**src/rtl/dma_prio_pkg.sv**
```systemverilog
package dma_prio_pkg;

    localparam int NCH = 4;
    localparam int CW  = $clog2(NCH);

    typedef logic [CW-1:0]  ch_t;
    typedef ch_t  [NCH-1:0] ord_t;   // index 0 = highest rank
    typedef logic [NCH-1:0] vec_t;

    typedef enum logic [1:0] {
        PM_FIXED_LIN = 2'b00,
        PM_FIXED_ALT = 2'b01,
        PM_RR_SUBSET = 2'b10,
        PM_RR_ALL    = 2'b11
    } pmode_t;

    // Starting order for a policy
    function automatic ord_t init_order(pmode_t m);
        ord_t r;
        for (int i = 0; i < NCH; i++) r[i] = ch_t'(i);
        if (m == PM_FIXED_ALT) begin
            r[0] = ch_t'(0);
            for (int i = 1; i < NCH - 1; i++) r[i] = ch_t'(i + 1);
            r[NCH-1] = ch_t'(1);
        end
        return r;
    endfunction

    // Move channel c behind all other members, inside the member slots only
    function automatic ord_t rotate(ord_t o, vec_t mem, ch_t c);
        ord_t r;
        ord_t seq;
        int   k;
        r   = o;
        seq = o;
        k   = 0;
        if (mem[c]) begin
            for (int i = 0; i < NCH; i++) begin
                if (mem[o[i]] && (o[i] != c)) begin
                    seq[k] = o[i];
                    k++;
                end
            end
            seq[k] = c;
            k = 0;
            for (int i = 0; i < NCH; i++) begin
                if (mem[o[i]]) begin
                    r[i] = seq[k];
                    k++;
                end
            end
        end
        return r;
    endfunction

    // Best-ranked requester; scan from lowest rank so the highest wins last
    function automatic vec_t pick(ord_t o, vec_t req);
        vec_t g;
        g = '0;
        for (int i = NCH - 1; i >= 0; i--) begin
            if (req[o[i]]) begin
                g = '0;
                g[o[i]] = 1'b1;
            end
        end
        return g;
    endfunction

    function automatic logic is_perm(ord_t o);
        vec_t seen;
        seen = '0;
        for (int i = 0; i < NCH; i++) seen[o[i]] = 1'b1;
        return &seen;
    endfunction

endpackage

```
**src/rtl/dma_prio_order.sv**
```systemverilog
module dma_prio_order
    import dma_prio_pkg::*;
(
    input  logic   clk,
    input  logic   rst,
    input  pmode_t mode,
    input  vec_t   rr_sel,
    input  logic   done,
    input  ch_t    done_ch,
    output ord_t   order
);

    ord_t   order_q;
    pmode_t mode_q;
    vec_t   sel_q;
    logic   reinit;
    vec_t   members;
    ord_t   order_d;

    assign reinit = (mode != mode_q) ||
                    ((mode == PM_RR_SUBSET) && (rr_sel != sel_q));

    always_comb begin
        unique case (mode)
            PM_RR_ALL:    members = '1;
            PM_RR_SUBSET: members = rr_sel;
            default:      members = '0;
        endcase
    end

    always_comb begin
        if (reinit)
            order_d = init_order(mode);
        else if (done && (members != '0))
            order_d = rotate(order_q, members, done_ch);
        else
            order_d = order_q;
    end

    always_ff @(posedge clk) begin
        if (rst) begin
            order_q <= init_order(PM_FIXED_LIN);
            mode_q  <= PM_FIXED_LIN;
            sel_q   <= '0;
        end else begin
            order_q <= order_d;
            mode_q  <= mode;
            sel_q   <= rr_sel;
        end
    end

    assign order = order_q;


    a_r1_reset_order: assert property (@(posedge clk)
        rst |=> (order_q == init_order(PM_FIXED_LIN)));


    a_r2_fixed_hold: assert property (@(posedge clk) disable iff (rst)
        (!reinit && ((mode == PM_FIXED_LIN) || (mode == PM_FIXED_ALT)))
        |=> $stable(order_q));


    a_r4_rr_tail: assert property (@(posedge clk) disable iff (rst)
        (!reinit && done && (mode == PM_RR_ALL))
        |=> (order_q[NCH-1] == $past(done_ch)));


    a_r6_nonmember_hold: assert property (@(posedge clk) disable iff (rst)
        (!reinit && done && (mode == PM_RR_SUBSET) && !rr_sel[done_ch])
        |=> $stable(order_q));


    a_r8_reinit_start: assert property (@(posedge clk) disable iff (rst)
        (reinit && (mode == PM_FIXED_ALT))
        |=> (order_q[NCH-1] == ch_t'(1)));


    a_r10_permutation: assert property (@(posedge clk) disable iff (rst)
        is_perm(order_q));

endmodule

```
**src/rtl/dma_prio_pick.sv**
```systemverilog
module dma_prio_pick
    import dma_prio_pkg::*;
(
    input  logic clk,
    input  logic rst,
    input  ord_t order,
    input  vec_t req,
    output vec_t grant,
    output logic valid
);

    assign grant = pick(order, req);
    assign valid = |req;


    a_r9_onehot: assert property (@(posedge clk) disable iff (rst)
        $onehot0(grant));

    a_r9_granted_requested: assert property (@(posedge clk) disable iff (rst)
        ((grant & ~req) == '0));

    a_r9_valid_matches: assert property (@(posedge clk) disable iff (rst)
        (valid == (grant != '0)));

    a_r9_top_rank_wins: assert property (@(posedge clk) disable iff (rst)
        req[order[0]] |-> grant[order[0]]);

endmodule

```
**src/rtl/dma_prio_arbiter.sv**
```systemverilog
module dma_prio_arbiter
    import dma_prio_pkg::*;
(
    input  logic       clk,
    input  logic       rst,
    input  logic [3:0] req_i,
    input  logic [1:0] mode_i,
    input  logic [3:0] rr_sel_i,
    input  logic       xfer_done_i,
    input  logic [1:0] xfer_done_ch_i,
    output logic [3:0] grant_o,
    output logic       grant_valid_o,
    output logic [7:0] order_o
);

    ord_t order;

    dma_prio_order u_order (
        .clk     (clk),
        .rst     (rst),
        .mode    (pmode_t'(mode_i)),
        .rr_sel  (rr_sel_i),
        .done    (xfer_done_i),
        .done_ch (xfer_done_ch_i),
        .order   (order)
    );

    dma_prio_pick u_pick (
        .clk   (clk),
        .rst   (rst),
        .order (order),
        .req   (req_i),
        .grant (grant_o),
        .valid (grant_valid_o)
    );

    assign order_o = order;

endmodule

```
**config.mk**
```make
export PLATFORM = sky130hd
export DESIGN_NAME = dma_prio_arbiter
export DESIGN_NICKNAME = d
export VERILOG_FILES = /design/src/rtl/dma_prio_pkg.sv /design/src/rtl/dma_prio_order.sv /design/src/rtl/dma_prio_pick.sv /design/src/rtl/dma_prio_arbiter.sv
export SDC_FILE = /design/constraint.sdc
export NUM_CORES = 1
export LEC_CHECK = 0
export BUFFER_PORTS_ARGS = -buffer_cell sky130_fd_sc_hd__buf_2
export CORE_MARGIN = 2
export CORE_UTILIZATION = 48
export CTS_CLUSTER_DIAMETER = 200
export DETAILED_ROUTE_END_ITERATION = 12
export PLACE_DENSITY = 0.68
export SYNTH_ARGS = -nofsm -noshare
export SYNTH_HDL_FRONTEND = slang
export SYNTH_SLANG_ARGS = --single-unit
```
**constraint.sdc**
```tcl
create_clock -name clk -period 5.3 [get_ports clk]
set_input_delay 1.06 -clock clk [delete_from_list [all_inputs] [get_ports clk]]
set_output_delay 1.06 -clock clk [all_outputs]
set_load 0.05 [all_outputs]
```
==> run metrics <==
drt via density=6.515; asr flop ratio synth=0%; fin crit share=89.89%; IO buf count=27; syn nets=316; postcts setup bufs=0; r2r startpoint=u_order.order[1]; Setup WS pre-CTS=303.6 ps; Clock Tree Buf Depth=2; first-pass GRT wire length=10170 um; die area=4847 um^2; number of global-route vias before repair=2094; CTS tree=done; crit-path cells=buf_2 -> mux4_2 -> o21a_1 -> nand2_1 -> inv_1 -> ha_1 -> inv_1 -> nand3_1 -> nand2_1 -> ha_1 -> ha_1 -> and4_1 -> a211oi_1 -> or2_1 -> a21oi_1 -> a2111oi_0 -> nor3_1; Setup Viol. Count Final=0; diode count=0; pwr/cell area=227.1 nW/um^2; Design Area, Final=2250 um^2; Layout area overhead=8.838%; area leader, netlist=dfxtp_1; core area=4086 um^2; CTS resizes=0; status=complete, no violations; Clock Skew=2.116 ps; routed len/inst=17.07 um; commonest register cell after synthesis=dfxtp_1; Worst-path clk slew=60 ps; WS Path Type=in2reg; Setup crit end=u_order.order[5]; critical path fanouts, max=9; crit path capture type=register; Crit. path cell count=17; Max Clk Rate=0.2099 GHz; final hold vios=0; Avg Cell Area, Syn=7.079 um^2; Crit path max-delay family=compound AO/OA/AOI/OAI gates; Post-CTS Hold Buffers=0; Critical Path RT=5430 ps; Num CTS Buffers=3; Final min period=4764 ps; worst-margin pin slew=643.1 ps; routed vias=2326; Setup crit start=rr_sel_i[3]; post-route antenna net violation count=0; sequential share of the synthesized area=13.56%; Max Cap Violations=0; Worst slew margin=57.07%; setup repair after global routing missed its margin=no; Nets=333; hpwl dp=4708 um; dpl cell area=2208 um^2; Yosys Warn Count=0; DR iter-0 viols=222; startpoint class of the critical path=primary input; DRC=0; CTS Root Cell=clkbuf_8; Slew Limit Fails=0; Synth top area share=13.56%; worst hold path class=reg2reg; Pre-Repair DR Iteration Count=5; Pwr Total=0.0005109 W; Critical path buffers and inverters=3; Clock Latency Late Sink=250 ps; Placer Congestion=1.062; FF-to-FF End=u_order.order[5]; static leakage=0.8967 nW; Die W=69.62 um; GRT overflow=0; Die H=69.62 um; largest net degree at the start of global routing=16; Max VDD drop=0.09354 mV; post-synthesis instance total=292; FF-to-FF setup slack=870 ps; All-Layer GR Usage=25.56%; # rows=23; Routed WL=6095 um; io pins=28; H-tree depth=1; CP peak stage delay=490 ps; Worst R2R Path Depth=16; synthesized flop and latch total=14; CP dominant cell by count=ha_1; Post-synth EDFFs=0; fin worst setup slack=535.8 ps; Synth area leaders=dfxtp_1, a21oi_1, ha_1, mux2i_1, mux4_2; Initial Util=50.58%; initial antenna violation count=0; CTS sink count=14; share of post-route cells with drive strength above 1=13.68%; crit path DAT=4890 ps; slowest cell on the critical path=mux4_2; Synth Cell Area=2067 um^2; synth unique cells=54; setup_tns=0 ps
[state kept, by name, indices dropped and copies added (netlist names)]
register,count
u_order.order,8
u_order.sel_q,4
u_order.mode_q,2
[worst reg2reg max path: stages, from the launching register on]
cell       delay [ps]
dfxtp_1           530
mux4_2            570
o21a_1            270
nand2_1           120
inv_1              40
ha_1              420
inv_1             140
nand3_1           110
nand2_1           110
ha_1              220
ha_1              300
and4_1            200
a211oi_1          440
or2_1             230
a21oi_1            80
a2111oi_0         430
nor3_1            100
[placed cells by master, fill, tap and decap left out, types with 9 or more instances in the layout]
| cell | count |
|---|---|
| xor2_1 | 10 |
| buf_2 | 27 |
| nor2_1 | 22 |
| o21ai_0 | 15 |
| nand2_1 | 22 |
| ha_1 | 9 |
| a21oi_1 | 29 |
| mux2i_1 | 11 |
| dfxtp_1 | 14 |
| nand3_1 | 10 |
| nor3_1 | 11 |
| inv_1 | 21 |
| a211oi_1 | 9 |
[report_power, final]
part	internal, W	switching, W
Sequential	0.000112	0.0000153
Combinational	0.000106	0.000189
Clock	0.0000504	0.0000390
Total	0.000268	0.000243
[final cells by class]
class	count	area, um^2
Clock buffer	3	41.29
Fill cell	411	1837
Inverter	21	78.83
Multi-Input combinational cell	240	1637
Sequential cell	14	280.3
Tap cell	50	62.56
Timing Repair Buffer	29	150.1
[worst min-delay path by stage]
stage,startpoint,endpoint,cells after the start
CTS,u_order.order[1],u_order.order[1],2
floorplan,u_order.mode_q[1],u_order.order[7],4
global route,u_order.order[2],u_order.order[2],2
finish,u_order.order[1],u_order.order[1],2
detailed placement,u_order.order[1],u_order.order[1],2
global placement,u_order.order[1],u_order.order[1],2
[per-stage QoR]
stage | utilization (%) | hold WS, ps | std cells
detailed placement | 54.04 | 641.8 | 354
floorplan | - | 700.8 | 292
finish | 55.05 | 660.7 | 357
global placement | 54.04 | 627.5 | 354
CTS | 55.05 | 650.3 | 357
global route | 55.05 | 716.5 | 357
[kinds of logic (layout without fill, tap and decap cells)]
group           Yosys count  in the layout  share of synthesized area, %
compound gates          104            104                         33.96
xor+xnor                 15             15                         6.356
fa+ha+maj                 9              9                         5.448
buf+inv                  38             53                         7.264
flops                    14             14                         13.56
mux                      16             16                         10.23
simple gates             96             96                         23.18
[synth_stat cells (9+ instances only)]
master / count
nand2_1: 22
inv_1: 21
xor2_1: 10
dfxtp_1: 14
nand3_1: 10
a211oi_1: 9
a21oi_1: 29
nor2_1: 22
o21ai_0: 15
mux2i_1: 11
ha_1: 9
clkbuf_1: 12
nor3_1: 11
[per-layer routing]
layer	part of all wire, %	wire, um	vias up	GRT usage, %
li1	-	-	1132	-
met2	44	2655	122	39.32
met3	8.8	535	10	2.471
met4	1.4	87	0	7.479
met1	46	2816	1062	37.63
met5	0	0	-	0
(Power assumes the default switching activity.)
